==> src/rtl/byteFifoPkg.sv <==
package byteFifoPkg;
  localparam int BYTE_W = 8;
  localparam logic ADDR_DATA  = 1'b0;
  localparam logic ADDR_LEVEL = 1'b1;

  typedef struct packed {
    logic push;
    logic fromHost;
    logic pop;
    logic flush;
  } fifoStrobeT;
endpackage

==> src/rtl/byteFifoCtrl.sv <==
module byteFifoCtrl
  import byteFifoPkg::*;
#(
  parameter int DEPTH = 64,
  localparam int CW = $clog2(DEPTH + 1)
) (
  input  logic              clk,
  input  logic              rstN,
  input  logic              hostWrEn,
  input  logic              hostRdEn,
  input  logic              hostAddr,
  input  logic [BYTE_W-1:0] hostWrData,
  input  logic              intWrEn,
  input  logic              errClr,
  input  logic [BYTE_W-1:0] headData,
  output logic [BYTE_W-1:0] hostRdData,
  output logic              intWrReady,
  output fifoStrobeT        strobe,
  output logic [CW-1:0]     count,
  output logic              ovflErr
);
  localparam logic [CW-1:0] FULL_CNT = CW'(DEPTH);

  logic hostDataWr, hostLevelWr, hostDataRd, intTry;
  logic isFull, isEmpty, overflow;

  always_comb begin
    hostDataWr  = hostWrEn && (hostAddr == ADDR_DATA);
    hostLevelWr = hostWrEn && (hostAddr == ADDR_LEVEL);
    hostDataRd  = hostRdEn && !hostWrEn && (hostAddr == ADDR_DATA);
    isFull      = (count == FULL_CNT);
    isEmpty     = (count == '0);
    intWrReady  = !hostWrEn;
    intTry      = intWrEn && intWrReady;
    overflow    = (hostDataWr || intTry) && isFull;
    strobe.flush    = hostLevelWr && hostWrData[BYTE_W-1];
    strobe.fromHost = hostDataWr;
    strobe.push     = (hostDataWr || intTry) && !isFull;
    strobe.pop      = hostDataRd && !isEmpty;
  end

  always_comb begin
    hostRdData = '0;
    if (hostRdEn) begin
      if (hostAddr == ADDR_LEVEL) hostRdData = BYTE_W'(count);
      else if (!isEmpty)          hostRdData = headData;
    end
  end

  always_ff @(posedge clk or negedge rstN) begin
    if (!rstN) begin
      count   <= '0;
      ovflErr <= 1'b0;
    end else if (strobe.flush) begin
      count   <= '0;
      ovflErr <= 1'b0;
    end else begin
      count <= count + CW'(strobe.push) - CW'(strobe.pop);
      if (overflow)    ovflErr <= 1'b1;
      else if (errClr) ovflErr <= 1'b0;
    end
  end
endmodule

==> src/rtl/byteFifoStore.sv <==
module byteFifoStore
  import byteFifoPkg::*;
#(
  parameter int DEPTH = 64,
  localparam int AW = (DEPTH > 1) ? $clog2(DEPTH) : 1
) (
  input  logic              clk,
  input  logic              rstN,
  input  fifoStrobeT        strobe,
  input  logic [BYTE_W-1:0] hostWrData,
  input  logic [BYTE_W-1:0] intWrData,
  output logic [BYTE_W-1:0] headData
);
  localparam logic [AW-1:0] LAST = AW'(DEPTH - 1);

  logic [BYTE_W-1:0] mem [DEPTH];
  logic [AW-1:0] wrPtr, rdPtr;

  function automatic logic [AW-1:0] bump(input logic [AW-1:0] p);
    return (p == LAST) ? '0 : p + AW'(1);
  endfunction

  assign headData = mem[rdPtr];

  always_ff @(posedge clk) begin
    if (strobe.push && !strobe.flush)
      mem[wrPtr] <= strobe.fromHost ? hostWrData : intWrData;
  end

  always_ff @(posedge clk or negedge rstN) begin
    if (!rstN) begin
      wrPtr <= '0;
      rdPtr <= '0;
    end else if (strobe.flush) begin
      wrPtr <= '0;
      rdPtr <= '0;
    end else begin
      if (strobe.push) wrPtr <= bump(wrPtr);
      if (strobe.pop)  rdPtr <= bump(rdPtr);
    end
  end
endmodule

==> src/rtl/byteFifoLevel.sv <==
module byteFifoLevel
  import byteFifoPkg::*;
#(
  parameter int DEPTH = 64,
  localparam int CW = $clog2(DEPTH + 1)
) (
  input  logic              clk,
  input  logic              rstN,
  input  logic              hostWrEn,
  input  logic              hostRdEn,
  input  logic              hostAddr,
  input  logic [BYTE_W-1:0] hostWrData,
  output logic [BYTE_W-1:0] hostRdData,
  input  logic              intWrEn,
  input  logic [BYTE_W-1:0] intWrData,
  output logic              intWrReady,
  input  logic              errClr,
  output logic [CW-1:0]     level,
  output logic              ovflErr
);
  fifoStrobeT strobe;
  logic [BYTE_W-1:0] headData;

  byteFifoCtrl #(.DEPTH(DEPTH)) uCtrl (
    .clk(clk), .rstN(rstN), .hostWrEn(hostWrEn), .hostRdEn(hostRdEn),
    .hostAddr(hostAddr), .hostWrData(hostWrData), .intWrEn(intWrEn),
    .errClr(errClr), .headData(headData), .hostRdData(hostRdData),
    .intWrReady(intWrReady), .strobe(strobe), .count(level), .ovflErr(ovflErr)
  );

  byteFifoStore #(.DEPTH(DEPTH)) uStore (
    .clk(clk), .rstN(rstN), .strobe(strobe), .hostWrData(hostWrData),
    .intWrData(intWrData), .headData(headData)
  );
endmodule

==> config.mk <==
export PLATFORM = sky130hd
export DESIGN_NAME = byteFifoLevel
export DESIGN_NICKNAME = d
export VERILOG_FILES = /design/src/rtl/byteFifoPkg.sv /design/src/rtl/byteFifoCtrl.sv /design/src/rtl/byteFifoStore.sv /design/src/rtl/byteFifoLevel.sv
export SDC_FILE = /design/constraint.sdc
export NUM_CORES = 1
export LEC_CHECK = 0
export ABC_AREA = 1
export CORE_MARGIN = 2
export CORE_UTILIZATION = 55
export CTS_BUF_LIST = sky130_fd_sc_hd__clkbuf_8 sky130_fd_sc_hd__clkbuf_16
export DETAILED_ROUTE_END_ITERATION = 6
export DONT_BUFFER_PORTS = 1
export PLACE_DENSITY = 0.68
export SYNTH_ARGS = -nofsm -noshare
export SYNTH_HDL_FRONTEND = slang
export SYNTH_HIERARCHICAL = 1
export SYNTH_SLANG_ARGS = --single-unit
==> constraint.sdc <==
create_clock -name clk -period 6.1 [get_ports clk]
set_clock_uncertainty 0.1 [all_clocks]
set_input_delay 0.61 -clock clk [delete_from_list [all_inputs] [get_ports clk]]
set_output_delay 0.61 -clock clk [all_outputs]
set_load 0.02 [all_outputs]
; ---- Word level (Yosys, flattened, before mapping)
; Memory sizes are Yosys's and may differ from the RTL's.
; Index checks and enable logic that the tools add are counted.
[word_totals]
regBits = 20
ramBits = 512
in_bits = 23
output_inout_bits = 17
mem_count = 1
[classes]
n_addsub = 4
n_eq_ne = 3
mux = 16
bitwise_logic = 1
n_reduce_logical = 19
[memory_table]
columns = name, words, width, read_ports, rd_ports_with_merged_regs, wr, line
row1 = uStore.mem, 64, 8, 1, 0, 1, byteFifoStore.sv:16  ; logic [BYTE_W-1:0] mem [DEPTH];
[op_table]
columns = op, count
row1 = 6-bit two-way mux, 6
row2 = 8-bit two-way mux, 4
row3 = "6-bit by 1-bit adder with 6-bit output, second input constant", 2
row4 = "6-bit equality test, second input constant", 2
row5 = 1-bit logical AND, 10
row6 = 7-bit by 1-bit adder with 7-bit output, 1
row7 = "7-bit equality test, second input constant", 1
row8 = 7-bit logical NOT, 1
row9 = 7-bit two-way mux, 1
row10 = 7-bit by 1-bit subtractor with 7-bit output, 1
row11 = 1-bit two-way mux, 5
row12 = 1-bit logical NOT, 4
row13 = 2-bit nonzero test, 2
row14 = 3-bit nonzero test, 1
row15 = 1-bit logical OR, 1
row16 = 1-bit inverter, 1

; ---- Longest topological paths before layout
; Gate-level depths: netlist of the first run.
[depth]
word_depth = 7
mapped_depth = 19
depth_no_buf = 19

; ---- Hierarchy
; The synthesis of the first run kept the hierarchy.
[modules_own_cells]
columns = mod, instances, cells_per_inst, area_per_inst_um2
row1 = byteFifoStore, 1, 2132, 22404.0
row2 = byteFifoCtrl, 1, 114, 792.0

; ---- Worst setup path before layout of the first run
; Ideal clock, no wire load.
[synth_timing]
path_kind = register to register
from = reg uCtrl.count[2]
to = reg uCtrl.count[4]
setup_ns = 0.117
arrival_ns = 2.653
required_time_ns = 5.883
setup_slack_ns = 3.231
stages_incl_launch_ff = 20
synth_period_minus_slack_ns = 2.869
cell_sequence = dfrtp_1 > inv_1 > ha_1 > nand2_1 > nor2_4 > nand3_4 > nand2_1 > nor2_1 > ha_1 > inv_1 > ha_1 > inv_1 > fa_1 > inv_1 > nand2_1 > nand2_1 > and2_1 > nand2_1 > nand2_1 > nor2_1
[synth_lines]
columns = element, line
row1 = "start, declared", byteFifoCtrl.sv:19  ; output logic [CW-1:0] count,
row2 = "start signal, assigned", byteFifoCtrl.sv:58  ; count <= count + CW'(strobe.push) - CW'(strobe.pop);

; ---- Worst setup path in the final report of the first run
[layout_timing]
from = reg uStore.rdPtr[3]
to = out hostRdData[1]
[layout_between]
elab_chain_len = 4
[layout_lines]
columns = element, line
row1 = "start, declared", byteFifoStore.sv:17  ; logic [AW-1:0] wrPtr, rdPtr;
row2 = "start signal, assigned", byteFifoStore.sv:39  ; if (strobe.pop) rdPtr <= bump(rdPtr);
row3 = memory read 64 x 8 bit, --
row4 = via headData[1], byteFifoLevel.sv:22  ; logic [BYTE_W-1:0] headData;
row5 = 8-bit two-way mux, byteFifoCtrl.sv:46  ; else if (!isEmpty) hostRdData = headData;
row6 = 8-bit two-way mux, byteFifoCtrl.sv:45  ; if (hostAddr == ADDR_LEVEL) hostRdData = BYTE_W'(count);
row7 = 8-bit two-way mux, byteFifoCtrl.sv:44  ; if (hostRdEn) begin
row8 = "end, declared", byteFifoLevel.sv:13  ; output logic [BYTE_W-1:0] hostRdData,
; The timed path passes the listed nets, and every way through them passes these cells.

==> out/metrics.cfg, run 1 <==
[status]
outcome = completed

[yosys]
number_of_flip_flops_and_latches_in_the_synthesized_netlist = 532
synth_warnings = 6
yosys.area_share.simple = 0.2311
ys_seq_area_frac = 0.6844
yosysTopAreaCellShare = 0.6628
synth_mux_area_frac = 0.003884
synth_top_family_by_area = simple AND/OR/NAND/NOR gates
synth_compound_gate_area_share = 0.01100
yosys.area_share.xor_xnor = 0.0007552
mappedNetlistNets = 2281
syn_inst = 2246
synthDominantAreaCellType = edfxtp_1
postSynth.asyncResetShare = 0.03759
synthesis.area_per_instance_sq_um = 10.33
yosys.area_share.adder = 0.006796
mappedNetlistArea_sq_um = 23200
synth.area.top_cells = edfxtp_1 (66%), nand2_1 (14%), nand3_1 (7.0%)
number_of_enable_type_register_cells_in_the_synthesized_netlist = 512
synthDistinctLibCells = 35
ys.flop_type = edfxtp_1

[route]
detail-route-antenna-nets = 0
drt_first_iter_violations = 1544
routed_wl_um = 55200
post_drt_via_cell_ratio = 5.475
drcViolationCount = 0
detail_route.first_pass.iterations = 6
wl_per_cell_um = 19.72
dr_total_vias = 15320

[global_route]
grt_pass1_vias = 14950
antenna_found_initial = 0
global_route.usage.met2 = 0.4225
grt_overflow = 0
overall_fraction_of_global_route_tracks_in_use = 0.2564
global_route.usage.met3 = 0.03681
use_met1 = 0.3504
grt_max_degree = 139
grt_first_pass_wirelength_um = 85230
grt_most_used_layer = met2

[finish]
fillers = 3358
mostFrequentLayoutCell = nand2_1
most-common-layout-cells = nand2_1 (869), edfxtp_1 (512), nand3_1 (323), inv_1 (242), nor2_1 (91)
area_growth_pct = 8.706
antennaDiodeCount = 0
final_layout_size_suffix_gt1_frac = 0.05000
nets = 2252
finalInstanceArea_sq_um = 25220
final_core_utilization = 0.6038

[power_and_ir_drop]
power.ir.vdd_worst_mv = 0.2960
power-per-cell-area_nw_per_um2 = 408.8
power.leakage_uw = 0.01020

[timing]
grt_setup_unrepaired = no
setup_viol = 0
final_max_slew_viol_count = 0
worst-slew-pin-transition_ps = 1345
finalCritPeriodShare = 0.7636
hold_viol_final = 0
worst_slew_margin_rel = 0.1031
min_period_ps = 4658
max_freq_mhz = 214.7
fin_setup_tns_ps = 0

[setup_path]
path_max_fanout = 29
cp_cell_sequence = clkinv_1 -> buf_4 -> nand3_1 -> nand2_1 -> nand2_1 -> nand2_1 -> inv_1 -> nand2_1 -> nand3_1 -> o21ai_0
worst-endpoint-required_ps = 5390
timing.critical_path.to_type = output port
critical-path-slowest-cell = dfrtp_1
start_kind = flip-flop
critical_path.most_common_cell = nand2_1
critPathLaunch = uStore/rdPtr[3]
rr_startpoint = uCtrl/count[2]
slowest_delay_ps = 1240
critPathKind = reg2out
signal_arrival_time_at_the_worst_endpoint_ps = 3950

[floorplan]
die_x_um = 209.4
start_util = 0.5555
dieHeight_um = 209.4
dieArea_sq_um = 43830
design.portCount = 40
core_area_sq_um = 41760
fp-row-count = 75

[clocking]
cts_max_level = 2
cell_at_the_root_of_the_clock_tree = clkbuf_16
cts.clk_slew.worst_paths_ps = 60
clk_latency_ps = 610
max-clock-path-buffers = 3
cts_sinks = 532
numCtsBuffers = 53
tritoncts = built
post-cts-setup-buffers = 0

[run]
cap_viol_max_count = 0

[placed_design]
globalplace.congestion = 0.9463
placement.io_buffers = 0
placed_area_sq_um = 23520
place.detailed.hpwl_um = 30870

[worst_hold_path]
min-delay-start = errClr
min_path_type = in2reg

-- report_power, final --
part	internal [uW]	switching (uW)
Clock	1830	1330
Sequential	4140	236
Combinational	780	1990
-- final cells by class --
class | count | area [sq um] | area share
well taps | 539 | 674.4 | 0.02675
repair buffers | 19 | 182.7 | 0.007245
flip-flops and latches | 532 | 15880 | 0.6299
clock buffers | 55 | 1376 | 0.05458
inverters | 239 | 904.6 | 0.03588
clock inverters | 43 | 312.8 | 0.01241
multi-input cells | 1372 | 5881 | 0.2332
-- per-stage QoR --
stage	setup WS (ps)	hold slack [ps]	cells	power (uW)
CTS	1492	65.09	2799	10340
global placement	2126	215.0	2700	7144
global route	1186	72.19	2799	10820
finish	1442	93.65	2799	10310
floorplan	3231	214.4	2246	6389
detailed placement	2141	214.9	2700	7181
-- cell usage after synthesis, types with 3 or more instances --
cell type,n
buf_2,63
edfxtp_1,512
nand3_1,323
clkinv_1,6
a21oi_1,30
buf_1,6
o21ai_0,8
dfrtp_1,20
nor2_1,91
inv_2,3
clkbuf_1,17
mux2_2,8
inv_1,229
o21ai_1,4
nor2_2,3
buf_4,14
nand2_1,869
ha_1,11
buf_6,3
nor3_1,5
-- routing by layer --
layer,part of all wire,vias to the layer above
met5,0,-
met4,0.036,0
met3,0.072,110
met2,0.48,560
met1,0.41,7308
li1,-,7346
-- worst paths after layout --
kind,to,slack [ps],cells after the start
setup / recovery,hostRdData[1],1440,10
hold / removal,uCtrl/ovflErr,90,2
setup reg to reg,uStore/mem[57][0],2150,11
hold reg to reg,uStore/rdPtr[4],550,2
max in group asynchronous,uStore/rdPtr[1],4620,1
min in group asynchronous,uStore/wrPtr[3],530,1
-- state kept, by name (all words and copies together), names as in the netlist --
signal	cells
uCtrl/count	7
uCtrl/ovflErr	1
uStore/mem	512
uStore/rdPtr	6
uStore/wrPtr	6
-- cells by family after synthesis --
kind of cell / Yosys count
adders and majority gates: 12
xor gates and xnor gates: 2
AOI/OAI and AO/OA: 48
DFF: 532
and+or+nand+nor: 1302
buffers and inverters: 342
muxes: 8
-- worst max-delay path: cells and delay by family (launching register included) --
| kind | cells | cell delay, ps |
|---|---|---|
| AND/OR/NAND/NOR | 6 | 630 |
| AO/OA/AOI/OAI | 1 | 260 |
| flip-flops | 1 | 1240 |
| buffers and inverters | 3 | 1210 |
-- timing repair --
| action | in CTS | in global routing |
|---|---|---|
| gates resized for setup | 0 | 0 |
| endpoints found under the hold margin | 20 | 0 |
| hold buffers | 1 | 0 |
Note: power is estimated with default switching activity, not from simulation.
==> inputs of run 2 (changes only) <==
- clock period: 6.1 -> 4.8 ns (I/O delays scaled with it)
==> run 2 against run 1 <==
  * Via count is 3.5% higher
  * First-iteration DRC count increased by 8.2%
  * Design area grew 1.1%
  * Critical path depth grew 1
  * Sequential share of layout area decreased by 0.69 points
  * Cell count is 0.61% higher
  * Flip-flop and latch count unchanged
  * Clock-buffer cell count increased by 2
  * Sequential power is 24% higher
  * Critical path type unchanged
  * Critical endpoint is now hostRdData[2]
  * Highest routed layer unchanged
==> out/metrics.cfg, run 2 (synthesized netlist as in run 1, its figures left out) <==
[timing]
hold_viol_final = 0
worst-slew-pin-transition_ps = 1154
max_freq_mhz = 239.0
final_max_slew_viol_count = 0
min_period_ps = 4184
setup_viol = 0
hold_slack_ps = 29.99
fin_setup_tns_ps = 0
worst_slew_margin_rel = 0.2305
grt_setup_unrepaired = no
finalCritPeriodShare = 0.8718

[setup_path]
timing.critical_path.to_type = output port
critical_path.most_common_cell = nand3_1
slowest_delay_ps = 780
cp_cell_sequence = inv_2 -> buf_4 -> nand3_1 -> nand3_1 -> nand3_1 -> nand3_1 -> nand2_1 -> nand2_1 -> nand2_1 -> nand3_1 -> o21ai_0
crit_buf_inv = 2
start_kind = flip-flop
critPathKind = reg2out
signal_arrival_time_at_the_worst_endpoint_ps = 3600
path_delay_family = buffers and inverters
worst-endpoint-required_ps = 4220
critical-path-slowest-cell = inv_2
path_max_fanout = 46

[finish]
final_layout_size_suffix_gt1_frac = 0.06324
area_growth_pct = 9.898
antennaDiodeCount = 0
reg_top3 = uStore/mem: 512 flops, uCtrl/count: 7 flops
most-common-layout-cells = nand2_1 (869), edfxtp_1 (512), nand3_1 (323), inv_1 (234), nor2_1 (91)
largest_reg_flops = 512
fillers = 3386
nets = 2272
mostFrequentLayoutCell = nand2_1
largest-register = uStore/mem

[clocking]
numCtsBuffers = 53
cts_repair_resize_count = 0
max-clock-path-buffers = 3
cts.clk_slew.worst_paths_ps = 60
cts_max_level = 2
cell_at_the_root_of_the_clock_tree = clkbuf_16
cts_sinks = 532
tritoncts = built
clk_latency_ps = 610

[global_route]
grt_overflow = 0
grt_pass1_vias = 15280
overall_fraction_of_global_route_tracks_in_use = 0.2652
grt_most_used_layer = met2
global_route.usage.met2 = 0.4283
antenna_found_initial = 0
grt_max_degree = 210
use_met1 = 0.3616
global_route.usage.met3 = 0.03816
grt_first_pass_wirelength_um = 87520

[floorplan]
dieArea_sq_um = 43830
design.portCount = 40
die_x_um = 209.4
core_area_sq_um = 41760
dieHeight_um = 209.4
fp-row-count = 75
start_util = 0.5555

[route]
post_drt_via_cell_ratio = 5.630
dr_total_vias = 15860
detail-route-antenna-nets = 0
drcViolationCount = 0
routed_wl_um = 57130
drt_first_iter_violations = 1670
detail_route.first_pass.iterations = 6
wl_per_cell_um = 20.29

[power_and_ir_drop]
power-per-cell-area_nw_per_um2 = 529.8
power.ir.vdd_worst_mv = 0.4812
power.leakage_uw = 0.01033

[placed_design]
globalplace.congestion = 0.9336
place.detailed.hpwl_um = 33930
placement.io_buffers = 0

[worst_hold_path]
min_path_type = in2reg

[status]
outcome = completed

[run]
cap_viol_max_count = 0

[run 2: cell count changes in the layout (fill, tap and decap cells not counted), sizes merged]
cell	before	now
clkbuf	55	57
dlygate4sd3	1	3
bufinv	5	9
clkinv	28	22
buf	18	36
clkinvlp	1	5
inv	248	241
[run 2: power by group]
group | switching [uW] | internal, uW | leakage (uW) | total [uW]
clock | 1720 | 2550 | 0.000904 | 4280
combinational | 2750 | 1030 | 0.00457 | 3780
sequential | 180 | 5270 | 0.00485 | 5450
total | 4660 | 8850 | 0.0103 | 13500
[run 2: worst paths after layout]
path | start | end | slack [ps] | depth (start not counted)
max | uStore/rdPtr[1] | hostRdData[2] | 620 | 11
min | hostWrEn | uCtrl/count[0] | 30 | 3
max reg2reg | uCtrl/count[3] | uStore/mem[28][1] | 1100 | 11
min reg2reg | uCtrl/ovflErr | uCtrl/ovflErr | 560 | 2
max in group asynchronous | rstN | uStore/rdPtr[0] | 3490 | 1
min in group asynchronous | rstN | uStore/wrPtr[0] | 390 | 1
[run 2: stage by stage]
stage	std cells	worst slack [ps]	power [uW]	utilization	cell area [sq um]
2_1_floorplan	2246	1931	8120	-	23200
3_3_place_gp	2718	1235	9185	0.5664	23650
3_5_place_dp	2718	1192	9224	0.5664	23650
4_1_cts	2816	638.1	13500	0.6105	25490
5_1_grt	2816	463.2	14120	0.6105	25490
6_report	2816	615.6	13510	0.6105	25490
[run 2: final cells by class]
cell class / count / area, sq um / area share
clock inverter: 38 / 430.4 / 0.01688
multi-input combinational: 1372 / 5881 / 0.2307
sequential: 532 / 15880 / 0.6230
tap: 539 / 674.4 / 0.02646
clock buffer: 57 / 1381 / 0.05419
inverter: 239 / 904.6 / 0.03549
timing repair buffer: 39 / 337.8 / 0.01325
[run 2: per-layer routing]
metal	share of wire	up-vias	wire, um
li1	-	7373	-
met1	0.41	7608	23330
met2	0.47	728	27000
met3	0.077	146	4425
met4	0.042	0	2373
met5	0	-	0
[run 2: worst register-to-register path, delay by kind of cell, from the launching register on]
family / cells / cell delay, ps
flops: 1 / 490
simple gates: 7 / 2190
buf+inv: 3 / 350
fa+ha+maj: 1 / 200
[run 2: repair_timing]
item,4_1_cts,5_1_grt
endpoints found under the hold margin,22,0
buffers inserted,0,0
hold buffers,3,0
